[config.mk]
export PLATFORM = sky130hd
export DESIGN_NAME = cap_reload_timer
export DESIGN_NICKNAME = d
export VERILOG_FILES = /design/src/rtl/crt_pkg.sv /design/src/rtl/crt_edge_fall.sv /design/src/rtl/crt_ctrl_reg.sv /design/src/rtl/crt_count_path.sv /design/src/rtl/cap_reload_timer.sv
export SDC_FILE = /design/constraint.sdc
export NUM_CORES = 1
export LEC_CHECK = 0
export BUFFER_PORTS_ARGS = -buffer_cell sky130_fd_sc_hd__buf_4
export CORE_MARGIN = 2
export CORE_UTILIZATION = 54
export CTS_CLUSTER_DIAMETER = 100
export DETAILED_ROUTE_END_ITERATION = 7
export GPL_TIMING_DRIVEN = 0
export PLACE_DENSITY = 0.74
export REMOVE_ABC_BUFFERS = 1
export SYNTH_ARGS = -nofsm -noshare
export SYNTH_HDL_FRONTEND = slang
export SYNTH_SLANG_ARGS = --single-unit
export TNS_END_PERCENT = 100
[constraint.sdc]
create_clock -name clk -period 1.6 [get_ports clk]
set_input_delay 0.16 -clock clk [delete_from_list [all_inputs] [get_ports clk]]
set_output_delay 0.16 -clock clk [all_outputs]
set_load 0.005 [all_outputs]
[src/rtl/crt_pkg.sv]
package crt_pkg;
  typedef struct packed {
    logic ovf_flag;
    logic trg_flag;
    logic rx_clk_en;
    logic tx_clk_en;
    logic trg_en;
    logic run;
    logic pin_sel;
    logic cap_sel;
  } crt_ctrl_t;

  localparam int CTRL_ADDR = 0;
  localparam int CNT_BASE  = 1;
endpackage

[src/rtl/crt_edge_fall.sv]
module crt_edge_fall #(
  parameter int STAGES = 2
) (
  input  logic clk,
  input  logic rst_n,
  input  logic pin,
  output logic fall
);
  logic [STAGES-1:0] sync_q, sync_d;
  logic              last_q, last_d;

  always_comb begin
    sync_d = {sync_q[STAGES-2:0], pin};
    last_d = sync_q[STAGES-1];
  end

  always_ff @(posedge clk or negedge rst_n) begin
    if (!rst_n) begin
      sync_q <= '0;
      last_q <= 1'b0;
    end else begin
      sync_q <= sync_d;
      last_q <= last_d;
    end
  end

  assign fall = last_q & ~sync_q[STAGES-1];
endmodule

[src/rtl/crt_ctrl_reg.sv]
module crt_ctrl_reg
  import crt_pkg::*;
(
  input  logic      clk,
  input  logic      rst_n,
  input  logic      wr_ctrl,
  input  logic [7:0] wdata,
  input  logic      set_ovf,
  input  logic      set_trg,
  output crt_ctrl_t ctrl_q
);
  crt_ctrl_t ctrl_d;
  logic      ctrl_en;

  always_comb begin
    ctrl_d = ctrl_q;
    if (wr_ctrl) ctrl_d = crt_ctrl_t'(wdata);
    if (set_ovf) ctrl_d.ovf_flag = 1'b1;
    if (set_trg) ctrl_d.trg_flag = 1'b1;
    ctrl_en = wr_ctrl | set_ovf | set_trg;
  end

  always_ff @(posedge clk or negedge rst_n) begin
    if (!rst_n)       ctrl_q <= '0;
    else if (ctrl_en) ctrl_q <= ctrl_d;
  end
endmodule

[src/rtl/crt_count_path.sv]
module crt_count_path
  import crt_pkg::*;
#(
  parameter int CNT_W  = 16,
  parameter int ADDR_W = 3
) (
  input  logic              clk,
  input  logic              rst_n,
  input  crt_ctrl_t         ctrl,
  input  logic              tick_en,
  input  logic              cnt_fall,
  input  logic              trg_fall,
  input  logic              reg_wr,
  input  logic [ADDR_W-1:0] reg_addr,
  input  logic [7:0]        reg_wdata,
  output logic [CNT_W-1:0]  cnt_q,
  output logic [CNT_W-1:0]  cap_q,
  output logic              set_ovf,
  output logic              set_trg,
  output logic              rx_pulse_q,
  output logic              tx_pulse_q
);
  localparam int NB       = CNT_W / 8;
  localparam int CAP_BASE = CNT_BASE + NB;

  logic [NB-1:0]    cnt_bwe, cap_bwe;
  logic [CNT_W-1:0] cnt_d, cap_d, cnt_hw;
  logic             baud, reload_mode, step, wrap, trg;
  logic             do_reload, do_capture, cnt_en, cap_en;
  logic             rx_pulse_d, tx_pulse_d;

  for (genvar b = 0; b < NB; b++) begin : g_bwe
    assign cnt_bwe[b] = reg_wr && (reg_addr == ADDR_W'(CNT_BASE + b));
    assign cap_bwe[b] = reg_wr && (reg_addr == ADDR_W'(CAP_BASE + b));
  end

  always_comb begin
    baud        = ctrl.rx_clk_en | ctrl.tx_clk_en;
    reload_mode = baud | ~ctrl.cap_sel;
    step        = ctrl.run & (ctrl.pin_sel ? cnt_fall : tick_en);
    wrap        = step & (&cnt_q);
    trg         = ctrl.trg_en & ~baud & trg_fall;
    do_reload   = reload_mode & (wrap | trg);
    do_capture  = trg & ctrl.cap_sel;
    set_ovf     = wrap & ~baud;
    set_trg     = trg;
    rx_pulse_d  = wrap & ctrl.rx_clk_en;
    tx_pulse_d  = wrap & ctrl.tx_clk_en;

    if (do_reload)  cnt_hw = cap_q;
    else if (step)  cnt_hw = cnt_q + 1'b1;
    else            cnt_hw = cnt_q;

    cnt_d = cnt_hw;
    cap_d = cap_q;
    for (int b = 0; b < NB; b++) begin
      if (cnt_bwe[b]) cnt_d[8*b +: 8] = reg_wdata;
      if (cap_bwe[b]) cap_d[8*b +: 8] = reg_wdata;
    end
    if (do_capture) cap_d = cnt_q;

    cnt_en = step | do_reload | (|cnt_bwe);
    cap_en = do_capture | (|cap_bwe);
  end

  always_ff @(posedge clk or negedge rst_n) begin
    if (!rst_n)      cnt_q <= '0;
    else if (cnt_en) cnt_q <= cnt_d;
  end

  always_ff @(posedge clk or negedge rst_n) begin
    if (!rst_n)      cap_q <= '0;
    else if (cap_en) cap_q <= cap_d;
  end

  always_ff @(posedge clk or negedge rst_n) begin
    if (!rst_n) begin
      rx_pulse_q <= 1'b0;
      tx_pulse_q <= 1'b0;
    end else begin
      rx_pulse_q <= rx_pulse_d;
      tx_pulse_q <= tx_pulse_d;
    end
  end
endmodule

[src/rtl/cap_reload_timer.sv]
module cap_reload_timer
  import crt_pkg::*;
#(
  parameter int CNT_W       = 16,
  parameter int ADDR_W      = 3,
  parameter int SYNC_STAGES = 2
) (
  input  logic              clk,
  input  logic              rst_n,
  input  logic              reg_wr,
  input  logic [ADDR_W-1:0] reg_addr,
  input  logic [7:0]        reg_wdata,
  output logic [7:0]        reg_rdata,
  input  logic              tick_en,
  input  logic              count_pin,
  input  logic              trig_pin,
  output logic              irq,
  output logic              rx_baud_pulse,
  output logic              tx_baud_pulse
);
  localparam int NB       = CNT_W / 8;
  localparam int CAP_BASE = CNT_BASE + NB;

  logic [1:0]       rst_pipe_q;
  logic             rst_sync_n;
  logic             cnt_fall, trg_fall, set_ovf, set_trg, wr_ctrl;
  logic [CNT_W-1:0] cnt_q, cap_q;
  crt_ctrl_t        ctrl_q;

  always_ff @(posedge clk or negedge rst_n) begin
    if (!rst_n) rst_pipe_q <= 2'b00;
    else        rst_pipe_q <= {rst_pipe_q[0], 1'b1};
  end
  assign rst_sync_n = rst_pipe_q[1];

  crt_edge_fall #(.STAGES(SYNC_STAGES)) u_cnt_edge (
    .clk(clk), .rst_n(rst_sync_n), .pin(count_pin), .fall(cnt_fall)
  );

  crt_edge_fall #(.STAGES(SYNC_STAGES)) u_trg_edge (
    .clk(clk), .rst_n(rst_sync_n), .pin(trig_pin), .fall(trg_fall)
  );

  assign wr_ctrl = reg_wr && (reg_addr == ADDR_W'(CTRL_ADDR));

  crt_ctrl_reg u_ctrl (
    .clk(clk), .rst_n(rst_sync_n), .wr_ctrl(wr_ctrl), .wdata(reg_wdata),
    .set_ovf(set_ovf), .set_trg(set_trg), .ctrl_q(ctrl_q)
  );

  crt_count_path #(.CNT_W(CNT_W), .ADDR_W(ADDR_W)) u_path (
    .clk(clk), .rst_n(rst_sync_n), .ctrl(ctrl_q), .tick_en(tick_en),
    .cnt_fall(cnt_fall), .trg_fall(trg_fall), .reg_wr(reg_wr),
    .reg_addr(reg_addr), .reg_wdata(reg_wdata), .cnt_q(cnt_q), .cap_q(cap_q),
    .set_ovf(set_ovf), .set_trg(set_trg),
    .rx_pulse_q(rx_baud_pulse), .tx_pulse_q(tx_baud_pulse)
  );

  always_comb begin
    reg_rdata = 8'h00;
    if (reg_addr == ADDR_W'(CTRL_ADDR)) reg_rdata = ctrl_q;
    for (int b = 0; b < NB; b++) begin
      if (reg_addr == ADDR_W'(CNT_BASE + b)) reg_rdata = cnt_q[8*b +: 8];
      if (reg_addr == ADDR_W'(CAP_BASE + b)) reg_rdata = cap_q[8*b +: 8];
    end
  end

  assign irq = ctrl_q.ovf_flag | ctrl_q.trg_flag;
endmodule

* After elaboration in Yosys (flattened, before gate mapping) *
Cells that the tools add are included.

storage, ports and cells
  input port bits = 17
  latch bits = 0
  output and inout bits = 11
  word-level logic and storage cells = 86
  register bits = 50
  memories = 0
  memory bits (read-only) = 0
  RAM bits = 0

operators by class
  multipliers = 0
  reduce and logical (&&, ||, !) cells = 22
  shift operators = 0
  magnitude comparators = 0
  bitwise operators = 24
  multiplexer cells = 16
  $add $sub $neg = 1
  equality and inequality tests = 4
  div/mod/pow operators = 0

operators by type and width
  operator                 number
  $mux W8                  10
  $mux W16                 3
  $add A16 B1 Y16 const B  1
  $reduce_and A16 Y1       1
  $reduce_and A2 Y1        7
  $and A1 B1 Y1            11
  $or A1 B1 Y1             9
  $reduce_bool A2 Y1       4
  $eq A3 B2 Y1 const B     2
  $reduce_bool A3 Y1       2
  $logic_and A1 B1 Y1      5
  $not A1 Y1               4
  $reduce_or A2 Y1         2
  $eq A3 B1 Y1 const B     1
  $eq A3 B3 Y1 const B     1
  $logic_not A3 Y1         1
  $mux W1                  3

* Longest topological paths before layout *
Gate-level depths: netlist of run 1.

  depth after elaboration = 10
  mapped depth = 8
  mapped depth without buffers = 6

* By module *
Synthesis of run 1 repeated with hierarchy kept, for this count alone.

unflattened totals
  cells, all modules = 305
  area, all modules = 3,002.9 um2

modules (own cells, without submodules)
  module            sequential area each (um2)  cells each  times used  area an instance (um2)
  crt_count_path    850.8                       236         1           2,107.0
  cap_reload_timer  50.0                        42          1           409.1
  crt_ctrl_reg      200.2                       19          1           309.0
  crt_edge_fall     75.1                        4           2           88.8

* Worst setup path after synthesis of run 1 *
Ideal clock, no wire load.

  path kind = flip-flop to flip-flop
  start = reg u_path.cnt_q[0]
  end = reg u_path.cnt_q[12]
  data arrival time = 1.669 ns
  setup slack = -0.193 ns
  library setup time = 0.124 ns
  stages on the path, launching flop included = 9
  cells stage by stage = dfrtp_1 > ha_1 > and3_1 > nand3_1 > o21ai_4 > buf_6 > buf_12 > mux2i_1 > a21oi_1

on the way
  longest elaborated chain between the ends = 7
  elaborated cells between the ends (all ways) = 12
  those cells by class = 1 x add/sub; 3 x mux; 5 x bitwise; 3 x reduce/logical

ends and longest elaborated chain
  what                                                     RTL line              RTL
  start: declaration                                       crt_count_path.sv:16  output logic [CNT_W-1:0] cnt_q,
  start signal: assignment                                 crt_count_path.sv:68  else if (cnt_en) cnt_q <= cnt_d;
  branches (longest 7 deep; another with $add A16 B1 Y16)  --

Parallel ways; which one is timed is not known. The select of a mux whose other input is x is not followed.
A chain may end at the register's enable or synchronous reset.

* Worst setup path in the final report of run 1 *
  start = reg u_ctrl.ctrl_q[3] (netlist name)
  end = reg u_path.cnt_q[13]

on the way
  longest elaborated chain between the ends = 7
  elaborated cells between the ends (all ways) = 10
  those cells by class = 2 x mux; 6 x bitwise; 2 x reduce/logical

ends and longest elaborated chain
  what                            RTL line              RTL
  $and A1 B1 Y1 (*) (2 in a row)  crt_count_path.sv:42  trg = ctrl.trg_en & ~baud & trg_fall;
  $or A1 B1 Y1 (*)                crt_count_path.sv:43  do_reload = reload_mode & (wrap | trg);
  $and A1 B1 Y1 (*)               crt_count_path.sv:43
  $or A1 B1 Y1 (2 in a row)       crt_count_path.sv:62  cnt_en = step | do_reload | (|cnt_bwe);
  $reduce_and A2 Y1 (no line)     --

Mark *: on every way between the ends. The rest lies on a longest branch, timed or not.

==> impl_metrics.env, run 1 <==
export IMPL_initial_core_util_pct=56.2
export IMPL_io_pin_count=28
export IMPL_cts_path_max_buffers=2
export IMPL_grt_start_max_net_pins=37
export IMPL_fin_total_pwr_mw=5.72
export IMPL_dieHeight_um=79.7
export IMPL_setup_violations_final=24
export IMPL_core_area_sq_um=5510
export IMPL_synth_edff_count=0
export IMPL_maxCapViolations=0
export IMPL_crit_slowest_cell="or4b_4"
export IMPL_clk_pin_slew_worst_paths_ns=0.10
export IMPL_tightest_slew_ns=0.607
export IMPL_cts_buffers=5
export IMPL_num_rows=27
export IMPL_gp_congestion=0.853
export IMPL_synth_area_per_cell_sq_um=9.76
export IMPL_place_ws_ns=-1.09
export IMPL_viasPerCell=6.80
export IMPL_p_per_area_nw_per_um2=1420
export IMPL_syn_cell_area_sq_um=3090
export IMPL_synth_ff_type="dfrtp_1"
export IMPL_area_growth_pct=30.3
export IMPL_max_vdd_ir_drop_mv=0.714
export IMPL_critPathRequiredTime_ns=1.80
export IMPL_hp_class="in -> reg"
export IMPL_synthArstFlopShare_pct=100
export IMPL_yosysSeqAreaShare_pct=40.5
export IMPL_leakage_nw=1.67
export IMPL_synthCells=317
export IMPL_clk_latency_ns=0.32
export IMPL_cp_start_kind="register"
export IMPL_cts_tree="done"
export IMPL_fillers=340
export IMPL_max_freq_ghz=0.515
export IMPL_grt_pass1_vias=2753
export IMPL_dp_hpwl_mm=5.26
export IMPL_grt_pass1_wl_mm=14.3
export IMPL_fin_ws_ns=-0.343
export IMPL_cp_top_family="simple AND/OR/NAND/NOR gates"
export IMPL_io_buffers=27
export IMPL_drt_iter0_drc=377
export IMPL_endpoint_kind="register"
export IMPL_clock_sinks=50
export IMPL_met2_length_mm=4.98
export IMPL_routed_wl_mm=10.3
export IMPL_die_area_sq_um=6350
export IMPL_nets=393
export IMPL_grt_remaining_overflow=0
export IMPL_min_period_ns=1.94
export IMPL_vias=3047
export IMPL_finalCritPeriodShare_pct=121
export IMPL_layout_drive_gt1_share_pct=43.1
export IMPL_cp_data_arrival_time_ns=2.15
export IMPL_die_w_um=79.7
export IMPL_ys_ff_latch=50
export IMPL_layout_common_cells="buf_4, a21oi_1, dfrtp_1"
export IMPL_worst_path_buf_inv=1
export IMPL_postRouteAntennaNets=0
export IMPL_finalHoldViolations=0
export IMPL_slowest_delay_ns=0.59
export IMPL_antennaDiodeCount=0
export IMPL_synth_largest_area_cell="dfrtp_1"
export IMPL_grt_usage_pct=29.7
export IMPL_violations="negative setup slack"
export IMPL_cts_root_buf="clkbuf_8"
export IMPL_max_slew_margin_rel_pct=59.5
export IMPL_drt_wirelength_per_cell_um=22.9
export IMPL_htree_levels=2
export IMPL_final_common_cell="buf_4"
export IMPL_status="complete, but fails checks"
export IMPL_post_synth_top_area_fraction_pct=40.5
export IMPL_drc=0
export IMPL_met1Wirelength_mm=3.89
export IMPL_critPathMaxFanout=6
export IMPL_placed_cell_area_sq_um=3290
export IMPL_antenna_found_initial=0
export IMPL_final_max_slew_viol_count=0
export IMPL_worst_setup_path_type="reg -> reg"
export IMPL_skew_ns=0.00517
export IMPL_yosys_warnings=0
export IMPL_top_layer_used="met4"
export IMPL_cp_cell_sequence="nand2_1 -> or4b_4 -> buf_6 -> o21ai_4 -> mux2i_1 -> o21ai_1"
export IMPL_wl_met3_um=946
export IMPL_ys_types=51
export IMPL_first_pass_iters=6
export IMPL_fin_area_sq_um=4030
export IMPL_synth_area_leaders="dfrtp_1, mux2i_1, mux4_2"
export IMPL_rsz0062_at_grt="yes"
## worst reg2reg max path, delay by kind of cell (launching register included)
kind / cells / cell delay, ns
flip-flops: 1 / 0.44
buffers and inverters: 1 / 0.17
AND/OR/NAND/NOR: 2 / 0.74
multiplexers: 1 / 0.26
AO/OA/AOI/OAI: 2 / 0.22
## repair_timing
action	in CTS	in global routing
setup buffers	25	12
gates cloned	3	1
resized for setup	57	28
pin swaps	8	9
hold endpoints to repair	4	0
setup endpoints to repair	45	43
hold buffers	3	0
## Yosys cell counts, drive strengths merged (7+ instances only)
| cell | count |
|---|---|
| a21oi | 31 |
| buf | 13 |
| clkbuf | 8 |
| dfrtp | 50 |
| inv | 10 |
| mux2 | 8 |
| mux2i | 24 |
| mux4 | 7 |
| nand2 | 28 |
| nand3 | 12 |
| nor2 | 29 |
| o211ai | 7 |
| o21ai | 12 |
| xnor2 | 7 |
## sequential cells by signal, summed over array words and instances, names as in the netlist
signal	flops
u_ctrl.ctrl_q	8
u_path.cnt_q	16
rst_pipe_q	2
u_path.rx_pulse_q	1
u_path.cap_q	16
u_path.tx_pulse_q	1
u_cnt_edge.last_q	1
u_trg_edge.sync_q	2
u_cnt_edge.sync_q	2
u_trg_edge.last_q	1
## final timing paths
check,from,endpoint,slack [ns],cells past startpoint
max in group asynchronous,rst_pipe_q[1]$_DFF_PN0_,u_path.cnt_q[11]$_DFFE_PN0P_,0.93,1
hold / removal,reg_wdata[6],u_ctrl.ctrl_q[6]$_DFFE_PN0P_,0.13,2
setup reg to reg,u_ctrl.ctrl_q[3]$_DFFE_PN0P_,u_path.cnt_q[13]$_DFFE_PN0P_,-0.34,6
setup / recovery,u_ctrl.ctrl_q[3]$_DFFE_PN0P_,u_path.cnt_q[13]$_DFFE_PN0P_,-0.34,6
min in group asynchronous,rst_n,rst_pipe_q[1]$_DFF_PN0_,0.16,2
hold reg to reg,rst_pipe_q[1]$_DFF_PN0_,u_trg_edge.sync_q[1]$_DFF_PN0_,0.16,0
## final cells by class
type	instances	area, sq um	share of cell area, %
timing repair buffer	68	594	14.8
sequential	50	1280	31.7
clock inverter	3	43.8	1.09
multi-input combinational	240	1920	47.6
tap	72	90.1	2.24
clock buffer	5	68.8	1.71
inverter	10	37.5	0.932
## report_power, final
group / total [mW] / internal (mW) / switching, mW
registers: 2.41 / 1.74 / 0.672
clock network: 0.940 / 0.469 / 0.471
logic: 2.37 / 1.26 / 1.11
## through the flow
step | util (%) | TNS (ns) | hold slack, ns | cells
after floorplan | - | -5.93 | -0.136 | 296
after global placement | 59.4 | -50.14 | -0.0575 | 395
after detailed placement | 59.8 | -29.17 | -0.0562 | 396
after CTS | 69.3 | -6.91 | 0.119 | 435
after global routing | 73.2 | -6.34 | 0.130 | 448
final | 73.2 | -5.72 | 0.129 | 448
## cell families (layout without fill, tap and decap cells)
logic type	Yosys count	in the layout	share of synthesized area (%)
adder cells (fa/ha/maj)	1	1	0.404
XOR/XNOR	11	11	3.11
flip-flops	50	50	40.5
multiplexers	39	39	15.8
AND/OR/NAND/NOR	116	118	20.8
buffers and inverters	31	86	4.94
AO/OA/AOI/OAI	68	70	14.4
other	1	1	0.121
## layer usage
metal,vias to the layer above,track usage [%]
met2,224,48.2
met1,1488,39.9
met3,62,5.09
li1,1273,-
met5,-,0
met4,0,11.2
(Power assumes the default switching activity.)
==> run 2: changes to the inputs <==
- ABC_AREA: unset -> 1
- CORE_UTILIZATION: 54 -> 30
- PLACE_DENSITY: 0.74 -> 0.46
==> impl_metrics.env, run 2 <==
export IMPL_yosysMostFrequentCell="nand2_1"
export IMPL_critPathLaunch="u_path.cnt_q[5]$_DFFE_PN0P_"
export IMPL_layout_common_cells="nand2_1, buf_4, inv_1"
export IMPL_synth_edff_count=0
export IMPL_final_common_cell="nand2_1"
export IMPL_synthCells=394
export IMPL_slowest_delay_ns=0.44
export IMPL_grt_usage_pct=19.6
export IMPL_crit_top_cell="nand2_1"
export IMPL_pwr_share_seq_pct=39.1
export IMPL_worst_setup_path_type="reg -> reg"
export IMPL_rsz0062_at_grt="yes"
export IMPL_area_growth_pct=40.6
export IMPL_postRouteAntennaNets=0
export IMPL_viasPerCell=5.01
export IMPL_skew_ns=0.00661
export IMPL_endpoint_kind="register"
export IMPL_clk_pin_slew_worst_paths_ns=0.10
export IMPL_layout_drive_gt1_share_pct=33.9
export IMPL_io_pin_count=28
export IMPL_dieHeight_um=103
export IMPL_finalHoldViolations=0
export IMPL_fin_total_pwr_mw=5.08
export IMPL_clock_sinks=50
export IMPL_fin_ws_ns=-0.0304
export IMPL_cp_data_arrival_time_ns=1.84
export IMPL_ys_ff_latch=50
export IMPL_maxCapViolations=0
export IMPL_ys_types=31
export IMPL_routed_wl_mm=9.83
export IMPL_synth_ff_type="dfrtp_1"
export IMPL_htree_levels=2
export IMPL_p_clk_share_pct=18.1
export IMPL_nets=483
export IMPL_cts_buffers=5
export IMPL_cp_endpoint="u_path.cnt_q[1]$_DFFE_PN0P_"
export IMPL_vias=2978
export IMPL_num_rows=35
export IMPL_antenna_found_initial=0
export IMPL_hold_slack_ns=0.0879
export IMPL_largestRegisters="u_path.cap_q: 16 flops, u_path.cnt_q: 16 flops, u_ctrl.ctrl_q: 8 flops"
export IMPL_fillers=950
export IMPL_cts_path_max_buffers=2
export IMPL_io_buffers=27
export IMPL_leakage_nw=1.87
export IMPL_max_vdd_ir_drop_mv=0.637
export IMPL_die_w_um=103
export IMPL_regToRegSetupSlack_ns=-0.03
export IMPL_status="complete, but fails checks"
export IMPL_max_freq_ghz=0.613
export IMPL_grt_pass1_wl_mm=15.4
export IMPL_fin_area_sq_um=4100
export IMPL_multiInputGateArea_sq_um=1730
export IMPL_drt_wirelength_per_cell_um=16.5
export IMPL_register_area_sq_um=1260
export IMPL_synthArstFlopShare_pct=100
export IMPL_finalCritPeriodShare_pct=102
export IMPL_drt_iter0_drc=110
export IMPL_internal_power_mw=3.06
export IMPL_power_switching_share_pct=39.7
export IMPL_syn_cell_area_sq_um=2910
export IMPL_grt_start_max_net_pins=34
export IMPL_p_per_area_nw_per_um2=1240
export IMPL_rr_worst_depth=11
export IMPL_grt_pass1_vias=2928
export IMPL_antennaDiodeCount=0
export IMPL_p_comb_share_pct=42.9
export IMPL_tightest_slew_ns=0.652
export IMPL_cts_root_buf="clkbuf_8"
export IMPL_post_synth_top_area_fraction_pct=42.9
export IMPL_grt_remaining_overflow=0
export IMPL_cp_start_kind="register"
export IMPL_die_area_sq_um=10500
export IMPL_reg2reg_from="u_path.cnt_q[5]$_DFFE_PN0P_"
export IMPL_clk_latency_ns=0.31
export IMPL_synth_area_leaders="dfrtp_1, nand2_1, nand3_1"
export IMPL_min_period_ns=1.63
export IMPL_critPathMaxFanout=8
export IMPL_violations="negative setup slack"
export IMPL_hp_class="in -> reg"
export IMPL_gp_congestion=0.873
export IMPL_core_area_sq_um=9330
export IMPL_final_util_pct=43.9
export IMPL_cp_cell_sequence="nand2_1 -> nor2_4 -> nand2_4 -> nor2_4 -> nand2_4 -> nand2_8 -> nand2_8 -> nand2_2 -> nand2_1 -> nand2_1 -> nand2_1"
export IMPL_yosysSeqAreaShare_pct=42.9
export IMPL_r2r_end="u_path.cnt_q[1]$_DFFE_PN0P_"
export IMPL_max_slew_margin_rel_pct=56.4
export IMPL_yosys_warnings=0
export IMPL_initial_core_util_pct=31.2
export IMPL_setup_violations_final=12
export IMPL_cts_tree="done"
export IMPL_critPathRequiredTime_ns=1.81
export IMPL_synth_largest_area_cell="dfrtp_1"
export IMPL_dp_hpwl_mm=6.74
export IMPL_synth_top_cells_by_count="nand2_1, inv_1, nand3_1, dfrtp_1, nor2_1"
export IMPL_final_max_slew_viol_count=0
export IMPL_switching_power_mw=2.02
export IMPL_first_pass_iters=4
export IMPL_placed_cell_area_sq_um=3260
export IMPL_drc=0
export IMPL_crit_slowest_cell="dfrtp_1"
export IMPL_synth_area_per_cell_sq_um=7.40
-- run 2: changes by cell type after synthesis, moves of 6 or more --
cell,delta
nand3_1,+39
mux2i_1,-24
xor2_1,+6
buf_2,-8
and2_1,-6
o221ai_1,+14
a21oi_1,-20
mux4_2,-7
inv_2,+7
clkbuf_1,-6
mux2_2,-8
nand2_1,+75
inv_1,+45
nor2_1,+8
-- run 2: kinds of logic (layout without fill, tap and decap cells) --
kind of cell,after synthesis,in the layout,synth area share [%]
xor gates and xnor gates,12,12,3.61
AOI/OAI and AO/OA,51,51,11.9
and+or+nand+nor,210,212,31.7
DFF,50,50,42.9
adders and majority gates,1,1,0.429
buffers and inverters,69,139,9.36
other,1,1,0.129
-- run 2: worst min path at each step --
| stage | startpoint | to | slack (ns) | cells past startpoint |
|---|---|---|---|---|
| 2_1_floorplan | rst_n | rst_pipe_q[0]$_DFF_PN0_ | -0.14 | 0 |
| 3_3_place_gp | rst_n | rst_pipe_q[0]$_DFF_PN0_ | -0.06 | 1 |
| 3_5_place_dp | rst_n | rst_pipe_q[0]$_DFF_PN0_ | -0.06 | 1 |
| 4_1_cts | reg_wdata[7] | u_path.cnt_q[7]$_DFFE_PN0P_ | 0.08 | 3 |
| 5_1_grt | reg_wdata[3] | u_ctrl.ctrl_q[3]$_DFFE_PN0P_ | 0.1 | 3 |
| 6_report | reg_wdata[7] | u_path.cnt_q[7]$_DFFE_PN0P_ | 0.09 | 3 |
-- run 2: power groups by stage --
stage | registers (mW) | logic [mW] | clock network [mW]
6_report | 1.98 | 2.18 | 0.918
5_1_grt | 2.03 | 2.42 | 1.00
4_1_cts | 1.96 | 1.89 | 0.951
3_5_place_dp | 2.05 | 1.44 | 0
3_3_place_gp | 2.07 | 1.41 | 0
2_1_floorplan | 1.94 | 1.04 | 0
-- run 2: worst max-delay path: cells and delay by family, from the launching register on --
kind          cells  cell delay [ns]
flops             1             0.44
simple gates     11             1.09
-- run 2: metal layers --
metal,vias up,share of wire (%),GRT usage (%)
li1,1431,-,-
met1,1456,46,27.1
met2,78,47,32.0
met3,13,4.8,2.78
met4,0,1.9,5.85
met5,-,0,0
-- run 2: repair_timing --
action / 4_1_cts / 5_1_grt
hold endpoints to repair: 4 / 0
pin swaps: 16 / 22
gates cloned: 2 / 0
endpoints found under the setup margin: 39 / 49
gates resized for setup: 43 / 52
hold buffers: 3 / 0
buffers inserted: 27 / 10
-- run 2: stage by stage --
step           instances  setup slack [ns]  TNS (ns)
2_1_floorplan        388           -0.0381   -0.0623
3_3_place_gp         544            -0.675    -46.58
3_5_place_dp         545            -0.564    -14.86
4_1_cts              585           -0.0161   -0.0635
5_1_grt              595            -0.109     -1.57
6_report             595           -0.0304    -0.208
-- run 2: area by class of cell --
type / instances / area share [%]
timing repair buffer: 68 / 14.4
sequential: 50 / 30.8
multi-input combinational: 277 / 42.2
tap: 129 / 3.94
clock inverter: 3 / 0.977
inverter: 63 / 5.96
clock buffer: 5 / 1.68
